## src/rtl/atc_pkg.sv

```systemverilog
package atc_pkg;
  typedef enum logic {
    MC_IDLE = 1'b0,
    MC_WAIT = 1'b1
  } miss_state_e;
endpackage

```

## src/rtl/atc_rr_ptr.sv

```systemverilog
module atc_rr_ptr #(
  parameter int ENTRIES = 8,
  localparam int IDX_W = (ENTRIES > 1) ? $clog2(ENTRIES) : 1
) (
  input  logic             clk,
  input  logic             rst,
  input  logic             advance,
  output logic [IDX_W-1:0] slot
);
  localparam logic [IDX_W-1:0] LAST = IDX_W'(ENTRIES - 1);

  logic [IDX_W-1:0] ptr_q;

  always_ff @(posedge clk) begin
    if (rst) begin
      ptr_q <= '0;
    end else if (advance) begin
      ptr_q <= (ptr_q == LAST) ? '0 : ptr_q + 1'b1;
    end
  end

  assign slot = ptr_q;
endmodule

```

## src/rtl/atc_tag_store.sv

```systemverilog
module atc_tag_store #(
  parameter int ENTRIES = 8,
  parameter int FUNC_W  = 3,
  parameter int VPN_W   = 20,
  localparam int IDX_W = (ENTRIES > 1) ? $clog2(ENTRIES) : 1
) (
  input  logic              clk,
  input  logic              rst,
  input  logic [FUNC_W-1:0] lk_func,
  input  logic [VPN_W-1:0]  lk_vpn,
  output logic              lk_hit,
  output logic              lk_neg,
  output logic [VPN_W-1:0]  lk_ppn,
  input  logic              ins_en,
  input  logic [IDX_W-1:0]  ins_slot,
  input  logic [FUNC_W-1:0] ins_func,
  input  logic [VPN_W-1:0]  ins_vpn,
  input  logic              ins_neg,
  input  logic [VPN_W-1:0]  ins_ppn,
  input  logic              inv_en,
  input  logic              inv_all,
  input  logic [FUNC_W-1:0] inv_func,
  input  logic [VPN_W-1:0]  inv_vpn
);
  logic [ENTRIES-1:0] hit_vec;
  logic [ENTRIES-1:0] neg_vec;
  logic [VPN_W-1:0]   ppn_mem [ENTRIES];

  generate
    for (genvar i = 0; i < ENTRIES; i++) begin : g_ent
      logic              v_q;
      logic              n_q;
      logic [FUNC_W-1:0] f_q;
      logic [VPN_W-1:0]  p_q;
      logic              kill;
      logic              load;

      assign load = ins_en && (ins_slot == IDX_W'(i));
      assign kill = inv_en && v_q &&
                    (inv_all || ((f_q == inv_func) && (p_q == inv_vpn)));

      always_ff @(posedge clk) begin
        if (rst) begin
          v_q <= 1'b0;
          n_q <= 1'b0;
          f_q <= '0;
          p_q <= '0;
        end else if (load) begin
          v_q <= 1'b1;
          n_q <= ins_neg;
          f_q <= ins_func;
          p_q <= ins_vpn;
        end else if (kill) begin
          v_q <= 1'b0;
        end
      end

      assign hit_vec[i] = v_q && (f_q == lk_func) && (p_q == lk_vpn);
      assign neg_vec[i] = n_q;
    end
  endgenerate

  // Payload array: single write port, no reset, suited to RAM inference.
  always_ff @(posedge clk) begin
    if (ins_en) begin
      ppn_mem[ins_slot] <= ins_ppn;
    end
  end

  always_comb begin
    lk_ppn = '0;
    for (int k = 0; k < ENTRIES; k++) begin
      if (hit_vec[k]) begin
        lk_ppn = lk_ppn | ppn_mem[k];
      end
    end
  end

  assign lk_hit = |hit_vec;
  assign lk_neg = |(hit_vec & neg_vec);
endmodule

```

## src/rtl/atc_miss_ctrl.sv

```systemverilog
module atc_miss_ctrl
  import atc_pkg::*;
#(
  parameter int ADDR_W = 32,
  parameter int FUNC_W = 3
) (
  input  logic              clk,
  input  logic              rst,
  input  logic              start,
  input  logic [FUNC_W-1:0] start_func,
  input  logic [ADDR_W-1:0] start_addr,
  input  logic              cpl_valid,
  output logic              pend,
  output logic              take,
  output logic              xreq_pulse,
  output logic [FUNC_W-1:0] pend_func,
  output logic [ADDR_W-1:0] pend_addr
);
  miss_state_e state_q;
  logic        xreq_q;

  always_ff @(posedge clk) begin
    if (rst) begin
      state_q   <= MC_IDLE;
      xreq_q    <= 1'b0;
      pend_func <= '0;
      pend_addr <= '0;
    end else begin
      xreq_q <= 1'b0;
      case (state_q)
        MC_IDLE: if (start) begin
          state_q   <= MC_WAIT;
          xreq_q    <= 1'b1;
          pend_func <= start_func;
          pend_addr <= start_addr;
        end
        MC_WAIT: if (cpl_valid) begin
          state_q <= MC_IDLE;
        end
        default: state_q <= MC_IDLE;
      endcase
    end
  end

  assign pend       = (state_q == MC_WAIT);
  assign take       = pend && cpl_valid;
  assign xreq_pulse = xreq_q;
endmodule

```

## src/rtl/atc_cache.sv

```systemverilog
module atc_cache #(
  parameter int ENTRIES    = 8,
  parameter int ADDR_W     = 32,
  parameter int FUNC_W     = 3,
  parameter int PAGE_SHIFT = 12,
  localparam int VPN_W = ADDR_W - PAGE_SHIFT,
  localparam int IDX_W = (ENTRIES > 1) ? $clog2(ENTRIES) : 1
) (
  input  logic              clk,
  input  logic              rst,
  input  logic              req_valid,
  output logic              req_ready,
  input  logic [FUNC_W-1:0] req_func,
  input  logic [ADDR_W-1:0] req_addr,
  output logic              rsp_valid,
  output logic [ADDR_W-1:0] rsp_addr,
  output logic              rsp_translated,
  output logic              xreq_valid,
  output logic [FUNC_W-1:0] xreq_func,
  output logic [VPN_W-1:0]  xreq_vpn,
  input  logic              xcpl_valid,
  input  logic              xcpl_ok,
  input  logic [VPN_W-1:0]  xcpl_ppn,
  input  logic              inv_valid,
  input  logic              inv_all,
  input  logic [FUNC_W-1:0] inv_func,
  input  logic [VPN_W-1:0]  inv_vpn
);
  logic              pend_q;
  logic              cpl_take;
  logic [FUNC_W-1:0] pend_func;
  logic [ADDR_W-1:0] pend_addr;
  logic              lk_hit;
  logic              lk_neg;
  logic [VPN_W-1:0]  lk_ppn;
  logic [IDX_W-1:0]  victim;
  logic              accept;
  logic              accept_miss;
  logic [VPN_W-1:0]  req_vpn;

  assign req_vpn     = req_addr[ADDR_W-1:PAGE_SHIFT];
  assign req_ready   = !pend_q && !inv_valid;
  assign accept      = req_valid && req_ready;
  assign accept_miss = accept && !lk_hit;

  atc_tag_store #(
    .ENTRIES(ENTRIES),
    .FUNC_W (FUNC_W),
    .VPN_W  (VPN_W)
  ) u_store (
    .clk     (clk),
    .rst     (rst),
    .lk_func (req_func),
    .lk_vpn  (req_vpn),
    .lk_hit  (lk_hit),
    .lk_neg  (lk_neg),
    .lk_ppn  (lk_ppn),
    .ins_en  (cpl_take),
    .ins_slot(victim),
    .ins_func(pend_func),
    .ins_vpn (pend_addr[ADDR_W-1:PAGE_SHIFT]),
    .ins_neg (!xcpl_ok),
    .ins_ppn (xcpl_ok ? xcpl_ppn : '0),
    .inv_en  (inv_valid),
    .inv_all (inv_all),
    .inv_func(inv_func),
    .inv_vpn (inv_vpn)
  );

  atc_rr_ptr #(
    .ENTRIES(ENTRIES)
  ) u_rr (
    .clk    (clk),
    .rst    (rst),
    .advance(cpl_take),
    .slot   (victim)
  );

  atc_miss_ctrl #(
    .ADDR_W(ADDR_W),
    .FUNC_W(FUNC_W)
  ) u_miss (
    .clk       (clk),
    .rst       (rst),
    .start     (accept_miss),
    .start_func(req_func),
    .start_addr(req_addr),
    .cpl_valid (xcpl_valid),
    .pend      (pend_q),
    .take      (cpl_take),
    .xreq_pulse(xreq_valid),
    .pend_func (pend_func),
    .pend_addr (pend_addr)
  );

  assign xreq_func = pend_func;
  assign xreq_vpn  = pend_addr[ADDR_W-1:PAGE_SHIFT];

  always_ff @(posedge clk) begin
    if (rst) begin
      rsp_valid      <= 1'b0;
      rsp_addr       <= '0;
      rsp_translated <= 1'b0;
    end else if (cpl_take) begin
      rsp_valid      <= 1'b1;
      rsp_translated <= xcpl_ok;
      rsp_addr       <= xcpl_ok ? {xcpl_ppn, pend_addr[PAGE_SHIFT-1:0]} : pend_addr;
    end else if (accept && lk_hit) begin
      rsp_valid      <= 1'b1;
      rsp_translated <= !lk_neg;
      rsp_addr       <= lk_neg ? req_addr : {lk_ppn, req_addr[PAGE_SHIFT-1:0]};
    end else begin
      rsp_valid <= 1'b0;
    end
  end
endmodule

```

## config.mk

```make
export PLATFORM = sky130hd
export DESIGN_NAME = atc_cache
export DESIGN_NICKNAME = d
export VERILOG_FILES = /design/src/rtl/atc_pkg.sv /design/src/rtl/atc_rr_ptr.sv /design/src/rtl/atc_tag_store.sv /design/src/rtl/atc_miss_ctrl.sv /design/src/rtl/atc_cache.sv
export SDC_FILE = /design/constraint.sdc
export NUM_CORES = 1
export LEC_CHECK = 0
export BUFFER_PORTS_ARGS = -buffer_cell sky130_fd_sc_hd__buf_2
export CORE_ASPECT_RATIO = 1.75
export CORE_MARGIN = 2
export CORE_UTILIZATION = 45
export CTS_BUF_LIST = sky130_fd_sc_hd__clkbuf_16
export CTS_CLUSTER_DIAMETER = 30
export DETAILED_ROUTE_END_ITERATION = 6
export GPL_TIMING_DRIVEN = 0
export PLACE_DENSITY = 0.71
export SLEW_MARGIN = 0
export SYNTH_ARGS = -nofsm -noshare
export SYNTH_HDL_FRONTEND = slang
export SYNTH_SLANG_ARGS = --single-unit
```

## constraint.sdc

```tcl
create_clock -name clk -period 7.78 [get_ports clk]
set_input_delay 0.778 -clock clk [delete_from_list [all_inputs] [get_ports clk]]
set_output_delay 0.778 -clock clk [all_outputs]
set_load 0.005 [all_outputs]
```

==> metrics.txt, run 1 <==
Worst Hold End u_miss.pend_addr[8]; number of different library cells in the post-synthesis netlist 38; I/O Pins 144; cell with the most instances after synthesis nand2_1; via count of the first global-routing pass between 15000 and 20000; reg2reg path depth 9; part of the total power dissipated in sequential elements between 40% and 50%; main area contributors after synthesis dfxtp_1 (27%), edfxtp_1 (23%), xor2_1 (8.2%); standard-cell rows a little over 100; Layout area overhead 16.5%; most area-hungry cell type in the Yosys netlist dfxtp_1; count of instances resized after the clock tree is built 0; Post-DRT Antenna Nets 0; maximum buffer depth of the clock tree 3; power dissipated by switching net loads 1.43 mW; pin count of the biggest net entering global routing 17; final hold vios 0; Root Driver clkbuf_16; TritonCTS clock tree done; floorplan die width about 170 um; average size of a mapped cell about 9.6 um2; Post-CTS Hold Fix Bufs 0; clk_lat worst skew 0.61 ns; share of flip-flops with an asynchronous set or reset 0%; CTS clock-pin slew for the worst setup and hold paths approximately 0.070 ns; Peak VDD IR between 0.15 and 0.2 mV; synthesized instance count 2129; violation count after the first detailed-routing iteration 2045; synthesized-area fraction occupied by xor and xnor cells around 16%; total die area 47400 um2; worst setup path category input port to flip-flop; routed length per instance between 20 and 30 um; final worst clock skew approximately 0.025 ns; area of the core region ~45000 um2; worst flop-to-flop path startpoint u_store.g_ent[3].p_q[19]; total negative slack 0 ns; Final Critical Period 3.55 ns; Comb power frac 7.4%; number of synthesized register bits around 430; pre-CTS worst setup slack ~3.8 ns; number of placed cells counting well taps between 2000 and 3000; Crit path arrival time 4.04 ns; number of antenna violations at the first check in global routing 2; fraction of synthesized cell area taken by the top area cell type a little over a quarter; most frequent cells after synthesis nand2_1 (380), dfxtp_1 (274), a21oi_1 (216), xor2_1 (192), xnor2_1 (176); First-pass DRT Iterations 6; main combinational cell family by area after synthesis XOR/XNOR gates; capturing element type of the critical path flip-flop; number of buffers inserted by post-CTS setup repair 0; slew at the pin closest to its max-slew limit between 1 and 1.5 ns; clock group share of total power 49.1%; Final Setup Violations 0; minimum setup slack in the final design ~4.2 ns; register-to-register path setup slack between 4 and 5 ns; post-synthesis net count 2220; required time worst endpoint between 8 and 9 ns; Max Transition Viols Final 0; remaining design rule violation count 0; power density of the placed cells around 230 nW/um2; core utilization of the finished layout 53.0%; EDFF count, synth 160; H-tree levels 2; total of max-cap violations 0; die height 287 um; TritonCTS buffer count 57; fraction of power spent switching nets between 20% and 30%; standby leakage power around 8.5 nW; net count reported at finish 2390; status complete, no violations; number of sinks on the clock net ~430; Min Hold Slack 0.442 ns; share of the synthesized area in compound gates (AO/OA/AOI/OAI) 11.4%; launching element type of the critical path input port; multi-input combinational cell area about 9300 um2; worst flop-to-flop path endpoint rsp_addr[16]; non-filler cells in the finished layout ~3000; area share of and/or/nand/nor cells after synthesis between 10% and 20%; via-per-instance ratio around 6; worst setup path start req_addr[30]; final global-route overflow total 0; footprint of the flip-flops and latches ~10000 um2; share of the cycle needed by the critical path after routing 45.6%; top flip-flop cell by instance count after synthesis dfxtp_1; Post-Syn Area about 20000 um2; Max Clock Freq approximately 280 MHz; initial standard-cell utilization of the core a little under half; share of post-route cells with drive strength above 1 12.5%; all-layer global routing usage approximately 33%; worst rel slew slack 4.17%; Filler Cells Inserted 4065; maximum fanout along the worst path 10; count of input and output buffers between 90 and 100; RSZ-0062 raised after global routing false; wire length of the first global-routing pass ~110000 um; startpoint of the most critical hold path req_addr[8]; Tightest Hold Check Type input port to flip-flop; sequential share of the synthesized area 50.1%; post-DP HPWL ~55000 um; share of synthesized area spent on multiplexers under 10%; RePlAce Congestion between 0.9 and 1; number of warnings reported in the yosys synthesis log 0; via count about 18000; internal cell power approximately 4.1 mW; Worst Hold Path Cells 3; area share of fa/ha/maj cells after synthesis less than 1%; total routed wirelength between 70000 and 80000 um
## placed cells by master (no fill, tap or decap), drive strengths merged, types with 2 or more instances in the layout
cell / n
clkinv: 18
a22o: 39
a22oi: 4
nor2: 115
nand4: 53
ha: 6
xnor2: 176
a221oi: 37
and3: 28
inv: 26
buf: 170
nor4: 54
o31ai: 20
a211oi: 23
and2: 25
bufinv: 5
o21ai: 8
xor2: 192
dfxtp: 274
mux2i: 48
nand2: 380
edfxtp: 160
nand2b: 2
clkinvlp: 4
diode: 3
nand3: 16
a31oi: 19
a21oi: 216
nor3: 20
clkbuf: 201
or4: 2
## final cells by class
| class | instances | share of cell area, % |
|---|---|---|
| Sequential cell | 434 | 43.0 |
| Multi-Input combinational cell | 1488 | 38.7 |
| Clock buffer | 58 | 6.07 |
| Buffer | 202 | 4.18 |
| Tap cell | 577 | 3.02 |
| Timing Repair Buffer | 111 | 2.77 |
| Clock inverter | 48 | 2.09 |
| Inverter | 5 | 0.0785 |
| Antenna cell | 3 | 0.0314 |
## power by group through the flow
stage / logic [mW] / clock network [mW] / registers [mW]
2_1_floorplan: 0.220 / 0 / 2.43
3_3_place_gp: 0.380 / 0 / 2.43
3_5_place_dp: 0.385 / 0 / 2.43
4_1_cts: 0.387 / 2.70 / 2.38
5_1_grt: 0.419 / 2.79 / 2.38
6_report: 0.409 / 2.69 / 2.38
## stage by stage
stage          total power, mW  area [um2]
2_1_floorplan             2.65       20500
5_1_grt                   5.60       23900
6_report                  5.49       23900
3_3_place_gp              2.81       21700
3_5_place_dp              2.82       22000
4_1_cts                   5.47       23900
## worst max-delay path by stage
stage	endpoint	slack, ns	cells past startpoint
global placement	u_store.ppn_mem[0][14]	1.98	4
detailed placement	rsp_addr[19]	3.82	10
global route	rsp_addr[16]	4.22	10
floorplan	u_store.ppn_mem[0][0]	4.22	3
finish	rsp_addr[16]	4.23	10
CTS	rsp_addr[16]	4.40	10
## layer usage
layer  vias up  track usage, %  part of all wire [%]
met1      8348            35.7                    33
met5         -               0                     0
met4         0            29.0                    10
met3       426            9.09                    10
li1       7679               -                     -
met2      1123            53.8                    47
## registers in the layout, indices dropped and copies added, names as in the netlist
signal             flops
u_store.g_ent.n_q      8
u_miss.pend_addr      32
u_rr.slot              3
u_store.g_ent.f_q     24
u_miss.pend_func       3
u_miss.xreq_pulse      1
u_store.g_ent.p_q    160
rsp_addr              32
rsp_valid              1
u_store.ppn_mem      160
u_store.g_ent.v_q      8
rsp_translated         1
u_miss.pend            1
## cells by family (layout without fill, tap and decap cells)
| group | after synthesis | in the layout |
|---|---|---|
| and+or+nand+nor | 697 | 697 |
| muxes | 48 | 48 |
| AOI/OAI and AO/OA | 369 | 369 |
| other | 0 | 3 |
| DFF | 434 | 434 |
| xor gates and xnor gates | 368 | 368 |
| adders and majority gates | 6 | 6 |
| buffers and inverters | 207 | 424 |
## worst max-delay path, stage by stage
cell and delay, ns:
buf_4 0.31, xnor2_1 0.19, nand4_1 0.11, nor4_1 0.87
and2_1 0.34, clkbuf_1 0.63, a22o_1 0.24, a221oi_1 0.06
and3_1 0.20, o31ai_1 0.28
No activity file was read; power rests on OpenSTA's default activity.
==> run 2, diff against run 1 <==
- PLACE_DENSITY: 0.71 -> 0.74
- clock period: 7.78 -> 3.2 ns (I/O delays scaled with it)
==> run 2 against run 1 <==
Against the previous run: the run now ends with negative hold slack, negative setup slack left; register-to-register slack lost 4.4 ns; highest routed layer unchanged; routed wire length shrank 1.8%; cell count is the same; largest cell class unchanged; utilization shrank 0.058 points; critical endpoint is now rsp_addr[18].
==> metrics.txt, run 2 (synthesis gave the netlist of run 1 again) <==
status finished with violations; violated checks negative hold slack, negative setup slack; worst setup path category flip-flop to flip-flop; all-layer global routing usage 32.8% (-0.64 points); Worst Hold End u_miss.pend_addr[10]; net count reported at finish 2393 (+0.13%); startpoint of the most critical hold path req_addr[10]; capturing element type of the critical path flip-flop; share of the cycle needed by the critical path after routing 101%; Worst Hold Path Cells 3 (unchanged); total of max-cap violations 0 (unchanged); I/O Pins 144 (unchanged); post-DP HPWL 53700 um (-1.6%); initial standard-cell utilization of the core 45.5% (unchanged); core utilization of the finished layout 53.0% (-0.058 points); count of input and output buffers 97 (unchanged); First-pass DRT Iterations 6 (unchanged); maximum fanout along the worst path 10 (unchanged); launching element type of the critical path flip-flop; share of post-route cells with drive strength above 1 12.2% (-0.26 points); Tightest Hold Check Type input port to flip-flop; Root Driver clkbuf_16; Min Hold Slack -0.000618 ns (-0.443 ns); minimum setup slack in the final design -0.0177 ns (-4.25 ns); Filler Cells Inserted 3993 (-1.8%); Crit path arrival time 3.71 ns (-0.33 ns); Max Clock Freq around 310 MHz; leading cell type in the layout, fill and taps excluded nand2_1; total routed wirelength 78100 um (-1.8%); maximum buffer depth of the clock tree 3 (unchanged); via count 17634 (+0.33%); register-to-register path setup slack -0.02 ns (-4.37 ns); remaining design rule violation count 0 (unchanged); slew at the pin closest to its max-slew limit 1.46 ns (+0.0186 ns); wire length of the first global-routing pass 112000 um (-1.5%); pin count of the biggest net entering global routing 17 (unchanged); grt peak-use layer met2; clk_lat worst skew 0.60 ns (about the same); floorplan die width 165 um (unchanged); Post-DRT Antenna Nets 0 (unchanged); number of antenna violations at the first check in global routing 3 (+1); violation count after the first detailed-routing iteration 2126 (+4.0%); number of sinks on the clock net 434 (unchanged); footprint of the flip-flops and latches 10300 um2 (unchanged); CTS clock-pin slew for the worst setup and hold paths 0.06 ns (about the same); TritonCTS clock tree done; Peak VDD IR 0.422 mV (+120%); commonest cells after routing, fill and taps aside nand2_1 (380), dfxtp_1 (274), a21oi_1 (216), xor2_1 (192), xnor2_1 (176); leading registers by flop count u_store.g_ent.p_q (160), u_store.ppn_mem (160); H-tree levels 2 (unchanged); TritonCTS buffer count 55 (-3.5%); final hold vios 1 (+1); total chip power 13.1 mW (+140%); Final Critical Period about 3.2 ns; RSZ-0062 raised after global routing true; via count of the first global-routing pass 17555 (-0.27%); fraction of met2 tracks used by global routing 51.9% (-1.9 points); total die area 47400 um2 (unchanged); reg2reg path depth 9 (unchanged); area of the core region 45100 um2 (unchanged); final global-route overflow total 0 (unchanged); standby leakage power 8.49 nW (-0.34%); power density of the placed cells 550 nW/um2 (+140%); total negative slack -0.0402 ns (-0.0402 ns); via-per-instance ratio 6.03 (+0.33%); Layout area overhead 16.3%; multi-input combinational cell area 9280 um2 (+0.20%); RePlAce Congestion 1.01 (+2.9%); worst flop-to-flop path endpoint rsp_addr[18]; Max Transition Viols Final 0 (unchanged); routing usage on met3 10.0% (+0.91 points); worst rel slew slack 2.93% (-1.2 points); required time worst endpoint 3.69 ns (-4.59 ns); standard-cell rows 103 (unchanged); worst flop-to-flop path startpoint u_store.g_ent[3].p_q[19]; met1 demand-to-capacity share in global routing 35.3% (-0.46 points); routed length per instance 26.7 um (-1.8%); die height 287 um (unchanged); final worst clock skew 0.0231 ns (-0.00166 ns); Final Setup Violations 3 (+3)
run 2: per-layer routing:
metal	vias up	routed length (um)
met4	0	7970
met2	1204	35800
met5	-	0
met3	464	8970
li1	7678	-
met1	8288	25300
run 2: area by class of cell:
cell class | instances | area share, %
Sequential cell | 434 | 43.1
Multi-Input combinational cell | 1488 | 38.8
Clock buffer | 56 | 5.87
Buffer | 202 | 4.19
Tap cell | 577 | 3.02
Timing Repair Buffer | 116 | 2.94
Clock inverter | 46 | 1.96
Inverter | 5 | 0.0786
Antenna cell | 2 | 0.0210
run 2: how the worst max path moves through the flow:
stage	from	end	slack, ns	cells past startpoint
after floorplan	u_miss.pend	u_store.ppn_mem[0][0]	0.03	3
final	u_store.g_ent[3].p_q[19]	rsp_addr[18]	-0.02	9
after detailed placement	req_addr[30]	rsp_addr[30]	-0.24	10
after CTS	u_store.g_ent[6].p_q[0]	rsp_addr[30]	0.09	9
after global routing	u_store.g_ent[3].p_q[19]	rsp_addr[30]	-0.0003	9
after global placement	xcpl_valid	u_store.ppn_mem[0][12]	-2.12	4
run 2: report_power, final:
group	switching (mW)	internal [mW]
Sequential	0.0297	5.77
Clock	2.60	3.73
Combinational	0.711	0.289
run 2: repair_timing:
action                                 in CTS  in global routing
buffers inserted                            0                  0
resized for setup                           1                  4
hold buffers                                5                  0
setup endpoints to repair                   3                 20
endpoints found under the hold margin       5                  0
run 2: worst max-delay path: stages (launching register included):
cell and delay (ns):
dfxtp_1 0.35, xnor2_1 0.36, nand4_1 0.15, nor4_2 0.60, and2_1 0.34, clkbuf_1 0.61
a22o_1 0.23, a221oi_1 0.05, and3_1 0.18, o31ai_1 0.25
run 2: metrics by stage:
stage / std cells / setup slack [ns] / instance area (um2)
global placement: 2803 / -2.12 / 21700
finish: 2926 / -0.0177 / 23900
floorplan: 2129 / 0.0299 / 20500
global route: 2925 / -0.000276 / 23900
CTS: 2924 / 0.0859 / 23900
detailed placement: 2817 / -0.235 / 21900
